### config.mk
export PLATFORM = sky130hd
export DESIGN_NAME = proc_dbg_ctrl
export DESIGN_NICKNAME = d
export VERILOG_FILES = /design/src/rtl/pdc_pkg.sv /design/src/rtl/pdc_regs.sv /design/src/rtl/pdc_bp_match.sv /design/src/rtl/pdc_ctl_out.sv /design/src/rtl/proc_dbg_ctrl.sv
export SDC_FILE = /design/constraint.sdc
export NUM_CORES = 1
export LEC_CHECK = 0
export ABC_AREA = 0
export BUFFER_PORTS_ARGS = -buffer_cell sky130_fd_sc_hd__buf_2
export CORE_MARGIN = 1.5
export CORE_UTILIZATION = 39
export DETAILED_ROUTE_END_ITERATION = 7
export GPL_ROUTABILITY_DRIVEN = 0
export MAX_ROUTING_LAYER = met4
export PLACE_DENSITY = 0.66
export RECOVER_POWER = 100
export SLEW_MARGIN = 25
export SYNTH_ARGS = -nofsm -noshare
export SYNTH_HDL_FRONTEND = slang
export SYNTH_SLANG_ARGS = --single-unit
### constraint.sdc
create_clock -name clk -period 3 [get_ports clk]
set_input_delay 0.45 -clock clk [delete_from_list [all_inputs] [get_ports clk]]
set_output_delay 0.45 -clock clk [all_outputs]
set_load 0.02 [all_outputs]
### src/rtl/pdc_pkg.sv
package pdc_pkg;
  localparam int unsigned A_CTRL    = 0;
  localparam int unsigned A_BP      = 1;
  localparam int unsigned A_SEL     = 2;
  localparam int unsigned A_OUT     = 3;
  localparam int unsigned A_BASE_LO = 4;
  localparam int unsigned A_BASE_HI = 5;

  localparam int unsigned CB_RST   = 0;
  localparam int unsigned CB_STALL = 1;
  localparam int unsigned CB_BPEN  = 2;
  localparam int unsigned CB_HIT   = 3;
  localparam int unsigned CB_WDM   = 9;

  typedef struct packed {
    logic wdm;
    logic bpen;
    logic stall;
    logic rst;
  } ctrl_t;
endpackage

### src/rtl/pdc_regs.sv
module pdc_regs
  import pdc_pkg::*;
#(
  parameter int unsigned DW     = 32,
  parameter int unsigned AW     = 3,
  parameter int unsigned PC_W   = 16,
  parameter int unsigned SEL_W  = 5,
  parameter int unsigned HALF_W = 16
) (
  input  logic                clk,
  input  logic                rst,
  input  logic                host_wr,
  input  logic                host_rd,
  input  logic [AW-1:0]       host_addr,
  input  logic [DW-1:0]       host_wdata,
  output logic [DW-1:0]       host_rdata,
  input  logic                hit,
  input  logic [DW-1:0]       core_reg_val,
  output ctrl_t               ctrl,
  output logic                hit_clr,
  output logic [PC_W-1:0]     bp_addr,
  output logic [SEL_W-1:0]    sel,
  output logic [2*HALF_W-1:0] base
);
  localparam int unsigned NHALF = 2;

  logic wr_ctrl, wr_bp, wr_sel;
  assign wr_ctrl = host_wr && (host_addr == AW'(A_CTRL));
  assign wr_bp   = host_wr && (host_addr == AW'(A_BP));
  assign wr_sel  = host_wr && (host_addr == AW'(A_SEL));
  assign hit_clr = wr_ctrl && host_wdata[CB_HIT];

  always_ff @(posedge clk) begin
    if (rst) begin
      ctrl    <= '{wdm: 1'b0, bpen: 1'b0, stall: 1'b0, rst: 1'b1};
      bp_addr <= '0;
      sel     <= '0;
    end else begin
      if (wr_ctrl) begin
        ctrl.rst   <= host_wdata[CB_RST];
        ctrl.stall <= host_wdata[CB_STALL];
        ctrl.bpen  <= host_wdata[CB_BPEN];
        ctrl.wdm   <= host_wdata[CB_WDM];
      end
      if (wr_bp)  bp_addr <= host_wdata[PC_W-1:0];
      if (wr_sel) sel     <= host_wdata[SEL_W-1:0];
    end
  end

  for (genvar h = 0; h < NHALF; h++) begin : g_half
    logic wr_half;
    assign wr_half = host_wr && ctrl.rst &&
                     (host_addr == AW'(A_BASE_LO + h));
    always_ff @(posedge clk) begin
      if (rst)          base[h*HALF_W +: HALF_W] <= '0;
      else if (wr_half) base[h*HALF_W +: HALF_W] <= host_wdata[HALF_W-1:0];
    end
  end

  logic [DW-1:0] rd_mux;
  always_comb begin
    rd_mux = '0;
    if (host_addr == AW'(A_CTRL)) begin
      rd_mux[CB_RST]   = ctrl.rst;
      rd_mux[CB_STALL] = ctrl.stall;
      rd_mux[CB_BPEN]  = ctrl.bpen;
      rd_mux[CB_HIT]   = hit;
      rd_mux[CB_WDM]   = ctrl.wdm;
    end else if (host_addr == AW'(A_BP)) begin
      rd_mux[PC_W-1:0] = bp_addr;
    end else if (host_addr == AW'(A_SEL)) begin
      rd_mux[SEL_W-1:0] = sel;
    end else if (host_addr == AW'(A_OUT)) begin
      rd_mux = core_reg_val;
    end else if (host_addr == AW'(A_BASE_LO)) begin
      rd_mux[HALF_W-1:0] = base[HALF_W-1:0];
    end else if (host_addr == AW'(A_BASE_HI)) begin
      rd_mux[HALF_W-1:0] = base[2*HALF_W-1:HALF_W];
    end
  end

  always_ff @(posedge clk) begin
    if (rst)          host_rdata <= '0;
    else if (host_rd) host_rdata <= rd_mux;
  end


  base_locked_chk: assert property (@(posedge clk) disable iff (rst)
    !ctrl.rst |=> $stable(base));
endmodule

### src/rtl/pdc_bp_match.sv
module pdc_bp_match #(
  parameter int unsigned PC_W = 16
) (
  input  logic            clk,
  input  logic            rst,
  input  logic            bp_en,
  input  logic            core_held,
  input  logic            fetch_vld,
  input  logic [PC_W-1:0] fetch_addr,
  input  logic [PC_W-1:0] bp_addr,
  input  logic            hit_clr,
  output logic            hit
);
  logic match;
  assign match = bp_en && !core_held && fetch_vld && (fetch_addr == bp_addr);

  always_ff @(posedge clk) begin
    if (rst)          hit <= 1'b0;
    else if (match)   hit <= 1'b1;
    else if (hit_clr) hit <= 1'b0;
  end


  hit_cause_chk: assert property (@(posedge clk) disable iff (rst)
    $rose(hit) |-> $past(bp_en && fetch_vld && (fetch_addr == bp_addr)));

  hit_sticky_chk: assert property (@(posedge clk) disable iff (rst)
    hit && !hit_clr |=> hit);
endmodule

### src/rtl/pdc_ctl_out.sv
module pdc_ctl_out (
  input  logic clk,
  input  logic rst,
  input  logic rst_bit,
  input  logic stall_bit,
  input  logic hit,
  input  logic wdt_evt,
  input  logic wdt_mask,
  output logic core_rst,
  output logic core_stall
);
  always_ff @(posedge clk) begin
    if (rst) begin
      core_rst   <= 1'b1;
      core_stall <= 1'b0;
    end else begin
      core_rst   <= rst_bit || (wdt_evt && !wdt_mask);
      core_stall <= stall_bit || hit;
    end
  end


  stall_cause_chk: assert property (@(posedge clk) disable iff (rst)
    $rose(core_stall) |-> $past(stall_bit || hit));

  wdt_masked_chk: assert property (@(posedge clk) disable iff (rst)
    wdt_mask && !rst_bit |=> !core_rst);
endmodule

### src/rtl/proc_dbg_ctrl.sv
module proc_dbg_ctrl
  import pdc_pkg::*;
#(
  parameter int unsigned DW     = 32,
  parameter int unsigned AW     = 3,
  parameter int unsigned PC_W   = 16,
  parameter int unsigned SEL_W  = 5,
  parameter int unsigned HALF_W = 16
) (
  input  logic                clk,
  input  logic                rst,
  input  logic                host_wr,
  input  logic                host_rd,
  input  logic [AW-1:0]       host_addr,
  input  logic [DW-1:0]       host_wdata,
  output logic [DW-1:0]       host_rdata,
  input  logic                fetch_vld,
  input  logic [PC_W-1:0]     fetch_addr,
  input  logic [DW-1:0]       core_reg_val,
  input  logic                wdt_evt,
  output logic                core_rst,
  output logic                core_stall,
  output logic [SEL_W-1:0]    core_sel,
  output logic [2*HALF_W-1:0] code_base
);
  ctrl_t           ctrl;
  logic            hit, hit_clr;
  logic [PC_W-1:0] bp_addr;

  pdc_regs #(.DW(DW), .AW(AW), .PC_W(PC_W), .SEL_W(SEL_W), .HALF_W(HALF_W)) u_regs (
    .clk(clk), .rst(rst), .host_wr(host_wr), .host_rd(host_rd),
    .host_addr(host_addr), .host_wdata(host_wdata), .host_rdata(host_rdata),
    .hit(hit), .core_reg_val(core_reg_val), .ctrl(ctrl), .hit_clr(hit_clr),
    .bp_addr(bp_addr), .sel(core_sel), .base(code_base)
  );

  pdc_bp_match #(.PC_W(PC_W)) u_bp (
    .clk(clk), .rst(rst), .bp_en(ctrl.bpen), .core_held(ctrl.rst),
    .fetch_vld(fetch_vld), .fetch_addr(fetch_addr), .bp_addr(bp_addr),
    .hit_clr(hit_clr), .hit(hit)
  );

  pdc_ctl_out u_out (
    .clk(clk), .rst(rst), .rst_bit(ctrl.rst), .stall_bit(ctrl.stall),
    .hit(hit), .wdt_evt(wdt_evt), .wdt_mask(ctrl.wdm),
    .core_rst(core_rst), .core_stall(core_stall)
  );


  held_no_hit_chk: assert property (@(posedge clk) disable iff (rst)
    ctrl.rst && !hit |=> !hit);
endmodule

==> Word level (Yosys, flattened, before mapping) <==
Cells that the tools add are included.
{ "word_totals": {"ff_bits": 92, "inputBits": 89} }
{ "op_classes": {"mux": 14, "n_eq_ne": 6, "reduce_logical": 17} }
{ "op_table": {"columns": ["op", "count"], "rows": [
  ["2-to-1 mux 16 bit", 6],
  ["2-to-1 mux 27 bit", 1],
  ["2-to-1 mux 22 bit", 1],
  ["== test 16 bit", 1],
  ["logical AND 1 bit", 11],
  ["2-to-1 mux 5 bit", 2],
  ["== test 3 x 2 -> 1 bit (second input constant)", 2],
  ["== test 3 bit (second input constant)", 2],
  ["2-to-1 mux 4 bit", 1],
  ["== test 3 x 1 -> 1 bit (second input constant)", 1],
  ["zero test 3 bit", 1],
  ["2-to-1 mux 1 bit", 3],
  ["zero test 1 bit", 2],
  ["logical OR 1 bit", 2],
  ["nonzero test 2 bit", 1]
]} }

==> Depth between registers and ports, before layout <==
{ "logic_depth": {"ltp_word": 7, "depth_mapped": 7, "depth_no_buf": 4} }

==> Cells and area by module <==
Synthesis repeated with hierarchy kept, for this count alone.
{ "hier_totals": {"hier_cells": 444, "area_unflattened_um2": 4067.7} }
{ "by_module_without_submodules": {"columns": ["mod", "cells_each", "instances", "seq_area_each_um2", "area_per_inst_um2"], "rows": [
  ["pdc_regs", 410, 1, 1781.7, 3788.6],
  ["pdc_bp_match", 27, 1, 20.0, 219.0],
  ["pdc_ctl_out", 7, 1, 40.0, 60.1]
]} }

==> Worst setup path after synthesis <==
No wires, ideal clock.
{ "synth_path": {"path_type": "input-to-reg", "startpoint": "in host_addr[1]", "endpoint": "reg u_regs.base[21]", "path_slack_ps": 1256, "n_path_buf": 2, "required_time_ps": 2872, "arrival_time_ps": 1617, "cell_stages": 6, "cell_sequence": "clkbuf_1 -> nand2b_1 -> nor3_4 -> buf_6 -> mux2i_1 -> nor2_1"} }
{ "synth_between": {"elab_chain_cells": 2} }
{ "synth_rtl": {"columns": ["element", "line_no", "text"], "rows": [
  ["start: declaration", "proc_dbg_ctrl.sv:14", "input logic [AW-1:0] host_addr,"],
  ["== test 3 bit", "pdc_regs.sv:53", "(host_addr == AW'(A_BASE_LO + h));"],
  ["logical AND 1 bit", "pdc_regs.sv:52", "assign wr_half = host_wr && ctrl.rst &&"],
  ["end signal: indexed assignment", "pdc_regs.sv:56", "else if (wr_half) base[h*HALF_W +: HALF_W] <= host_wdata[HALF_W-1:0];"],
  ["end: declaration", "pdc_regs.sv:23", "output logic [2*HALF_W-1:0] base"]
]} }
No other way between the ends.
A chain may end at the register's enable or synchronous reset.

==> Worst setup path in the final report <==
{ "layout_path": {"startpoint": "in host_addr[0]", "endpoint": "reg u_regs.bp_addr[10]"} }
{ "layout_between": {"elab_chain_cells": 2} }
{ "layout_rtl": {"columns": ["element", "line_no", "text"], "rows": [
  ["== test 3 x 1 -> 1 bit", "pdc_regs.sv:29", "assign wr_bp = host_wr && (host_addr == AW'(A_BP));"],
  ["logical AND 1 bit", "pdc_regs.sv:29", null],
  ["end signal: assignment", "pdc_regs.sv:45", "if (wr_bp) bp_addr <= host_wdata[PC_W-1:0];"],
  ["end: declaration", "pdc_regs.sv:21", "output logic [PC_W-1:0] bp_addr,"]
]} }
No other way between the ends.

==> reports/results.txt <==
final hold violation count - 0
register area share after synthesis - 45.0%
ys async rst share - 0%
highest clock rate - 459 MHz
worst slew pin tran - 1.50 ns
critical path capture point type - flip-flop
Startpoint Class - primary input
total grt overflow - 0
layout cell share with drive strength beyond 1 - 15.6%
nets@finish - 679
PostCTS Resize Cnt - 0
Post-Route WL - 11.2 mm
chip width - 105 um
Die Y - 105 um
Netlist cell types - 38
TritonCTS clock tree - built
Mean Syn Cell Area - 8.80 um^2
Seq pwr share - 52.5%
clk_lat worst skew - 0.37 ns
Worst path max stage delay - 0.67 ns
clock tree skew after final layout - 0.00953 ns
Pint - 1760 uW
clock sink total - 92
met1 wire length - 5.49 mm
Syn Nets - 554
post-layout util - 48.7%
Area after DPL - 4870 um^2
met2 routed WL - 4.90 mm
vias in the first global route - 3,340
total number of vias - 3,643
Synth Flop Type - dfxtp_1
Initial Util - 40.0%
gr usage total - 20.4%
Worst R2R Path Depth - 5
switching power - 648 uW
drt via density - 4.98
I/O Buffers - 143
max layer used - met4
commonest non-fill, non-tap cell in the layout - dfxtp_1
Mapped Cells - 465
design area - 4980 um^2
TNS Setup - 0 ns
failing checks - max-capacitance violations
Ports - 160
Max-slew headroom - 0.309%
Max-Cap Viols - 1
most frequent cells in the layout - 92 x dfxtp_1, 74 x clkbuf_1, 70 x buf_2
signal arrival time at the worst endpoint - 2.49 ns
status - finished with violations
initial antenna violation count - 0
die footprint - 11,100 um^2
initial drt markers - 229
Worst Path Max Fanout - 18
ANT cells - 0
Fill cells - 1,082
clock share of power - 36.5%
largest net degree at the start of global routing - 57
CP Depth - 6
family with the most delay on the worst path - simple AND/OR/NAND/NOR gates
hold path depth - 3
pwr dens - 484 nW/um^2
CP cell instances - clkbuf_1 -> nor3b_1 -> buf_4 -> and2_0 -> nand2_1 -> a21oi_1
Post-synth EDFFs - 0
kind of critical path - in2reg
Comb pwr share - 11.0%
Root Buffer - clkbuf_8
Seq cells post-synth - 92
CP max stage cell - and2_0
Netlist Area Pre-Place - 4090 um^2
Period minus WS final - 2.18 ns
Switching Fraction - 26.9%
First-pass DRT Iterations - 6
Leakage - 0.00179 uW
Setup-failing EPs final - 0
Final Power - 2410 uW
wire length per cell - 15.3 um
Post-DRT Antenna Nets - 0
met3 routed WL - 551 um
first-pass GRT wire length - 17.1 mm
DPL Wire Length - 8.12 mm
clock buffer depth - 2
Slew Limit Fails - 0
worst hold path type - in2reg
Layout area overhead - 21.7%
clock-pin slew on the worst setup and hold paths - 0.10 ns
drt drc - 0
final worst-path cycle share - 72.7%
CTS buffer count - 9
Post-CTS Setup Inserts - 0
CORE AREA - 10,200 um^2
H-tree Lvls - 3
Site Rows - 37
CTS Hold Buffers Added - 0
worst path required time - 3.31 ns
Peak VDD IR - 0.000284 V
RSZ-0062 raised after global routing - false
worst path bufs/invs - 2
Synth warnings - 0
metrics by stage:
| step | worst slack [ns] | std cells | hold WS [ns] |
|---|---|---|---|
| 2_1_floorplan | 1.26 | 465 | 0.444 |
| 3_3_place_gp | 0.907 | 715 | 0.459 |
| 3_5_place_dp | 0.855 | 715 | 0.458 |
| 4_1_cts | 1.26 | 731 | 0.296 |
| 5_1_grt | 0.649 | 731 | 0.307 |
| 6_report | 0.820 | 731 | 0.311 |
cell usage after synthesis (all sizes together), types with 2 or more instances:
library cell   n  area [um^2]
dfxtp         92         1840
nor2          63          236
mux2i         54          541
a21oi         53          265
nand2         38          143
clkbuf        23         86.3
nor2b         21          131
xnor2         16          140
and2          13         81.3
buf           13         76.3
nand2b        13         81.3
o21ai         13         65.1
o2bb2ai        9         78.8
inv            6         22.5
o221ai         5         43.8
nand3b         4         30.0
nand4          4         25.0
a311oi         3         26.3
a31oi          3         18.8
a221oi         2         17.5
nand3          2         10.0
nor3           2         21.3
or3            2         12.5
power by group through the flow:
stage | logic (uW) | registers (uW) | clock network (uW)
5_1_grt | 289 | 1270 | 953
3_3_place_gp | 269 | 1290 | 0
3_5_place_dp | 272 | 1290 | 0
6_report | 266 | 1270 | 880
4_1_cts | 273 | 1260 | 895
2_1_floorplan | 139 | 1310 | 0
kinds of logic after synthesis:
group           share of synthesized area (%)
compound gates                           13.5
xor+xnor                                 3.43
buf+inv                                  4.53
flops                                    45.0
mux                                      13.5
simple gates                             20.1
layout make-up:
cell class                 count  area [um^2]  area share [%]
multi-input combinational    331         2060            41.4
sequential                    92         1840            37.0
timing repair buffer         150          673            13.5
tap                          136          170            3.42
clock buffer                  10          138            2.76
clock inverter                 6         70.1            1.41
inverter                       6         22.5           0.452
sequential cells by signal (all words and copies together) (netlist names):
signal	flops
u_regs.host_rdata	32
u_bp.hit	1
u_regs.bp_addr	16
u_regs.base	32
u_out.core_stall	1
u_out.core_rst	1
u_regs.ctrl	4
u_regs.sel	5
final timing paths:
path,startpoint,end,slack [ns]
hold reg to reg,u_regs.host_rdata[13]$_SDFFE_PP0P_,u_regs.host_rdata[13]$_SDFFE_PP0P_,0.48
setup reg to reg,u_regs.ctrl[0]$_SDFFE_PP1N_,u_regs.base[1]$_SDFFE_PP0P_,1.36
setup / recovery,host_addr[0],u_regs.bp_addr[10]$_SDFFE_PP0P_,0.82
hold / removal,core_reg_val[28],u_regs.host_rdata[28]$_SDFFE_PP0P_,0.31
per-layer routing:
metal | up-vias | global-route usage [%]
met5 | - | -
met4 | 0 | 7.83
met3 | 16 | 3.65
met2 | 117 | 30.1
met1 | 1679 | 27.9
li1 | 1831 | -
worst register-to-register path: cells and delay by family (launching register included):
| family | cells | cell delay (ns) |
|---|---|---|
| mux | 1 | 0.23 |
| buf+inv | 1 | 0.36 |
| flops | 1 | 0.38 |
| simple gates | 3 | 0.50 |
(Power assumes the default switching activity.)
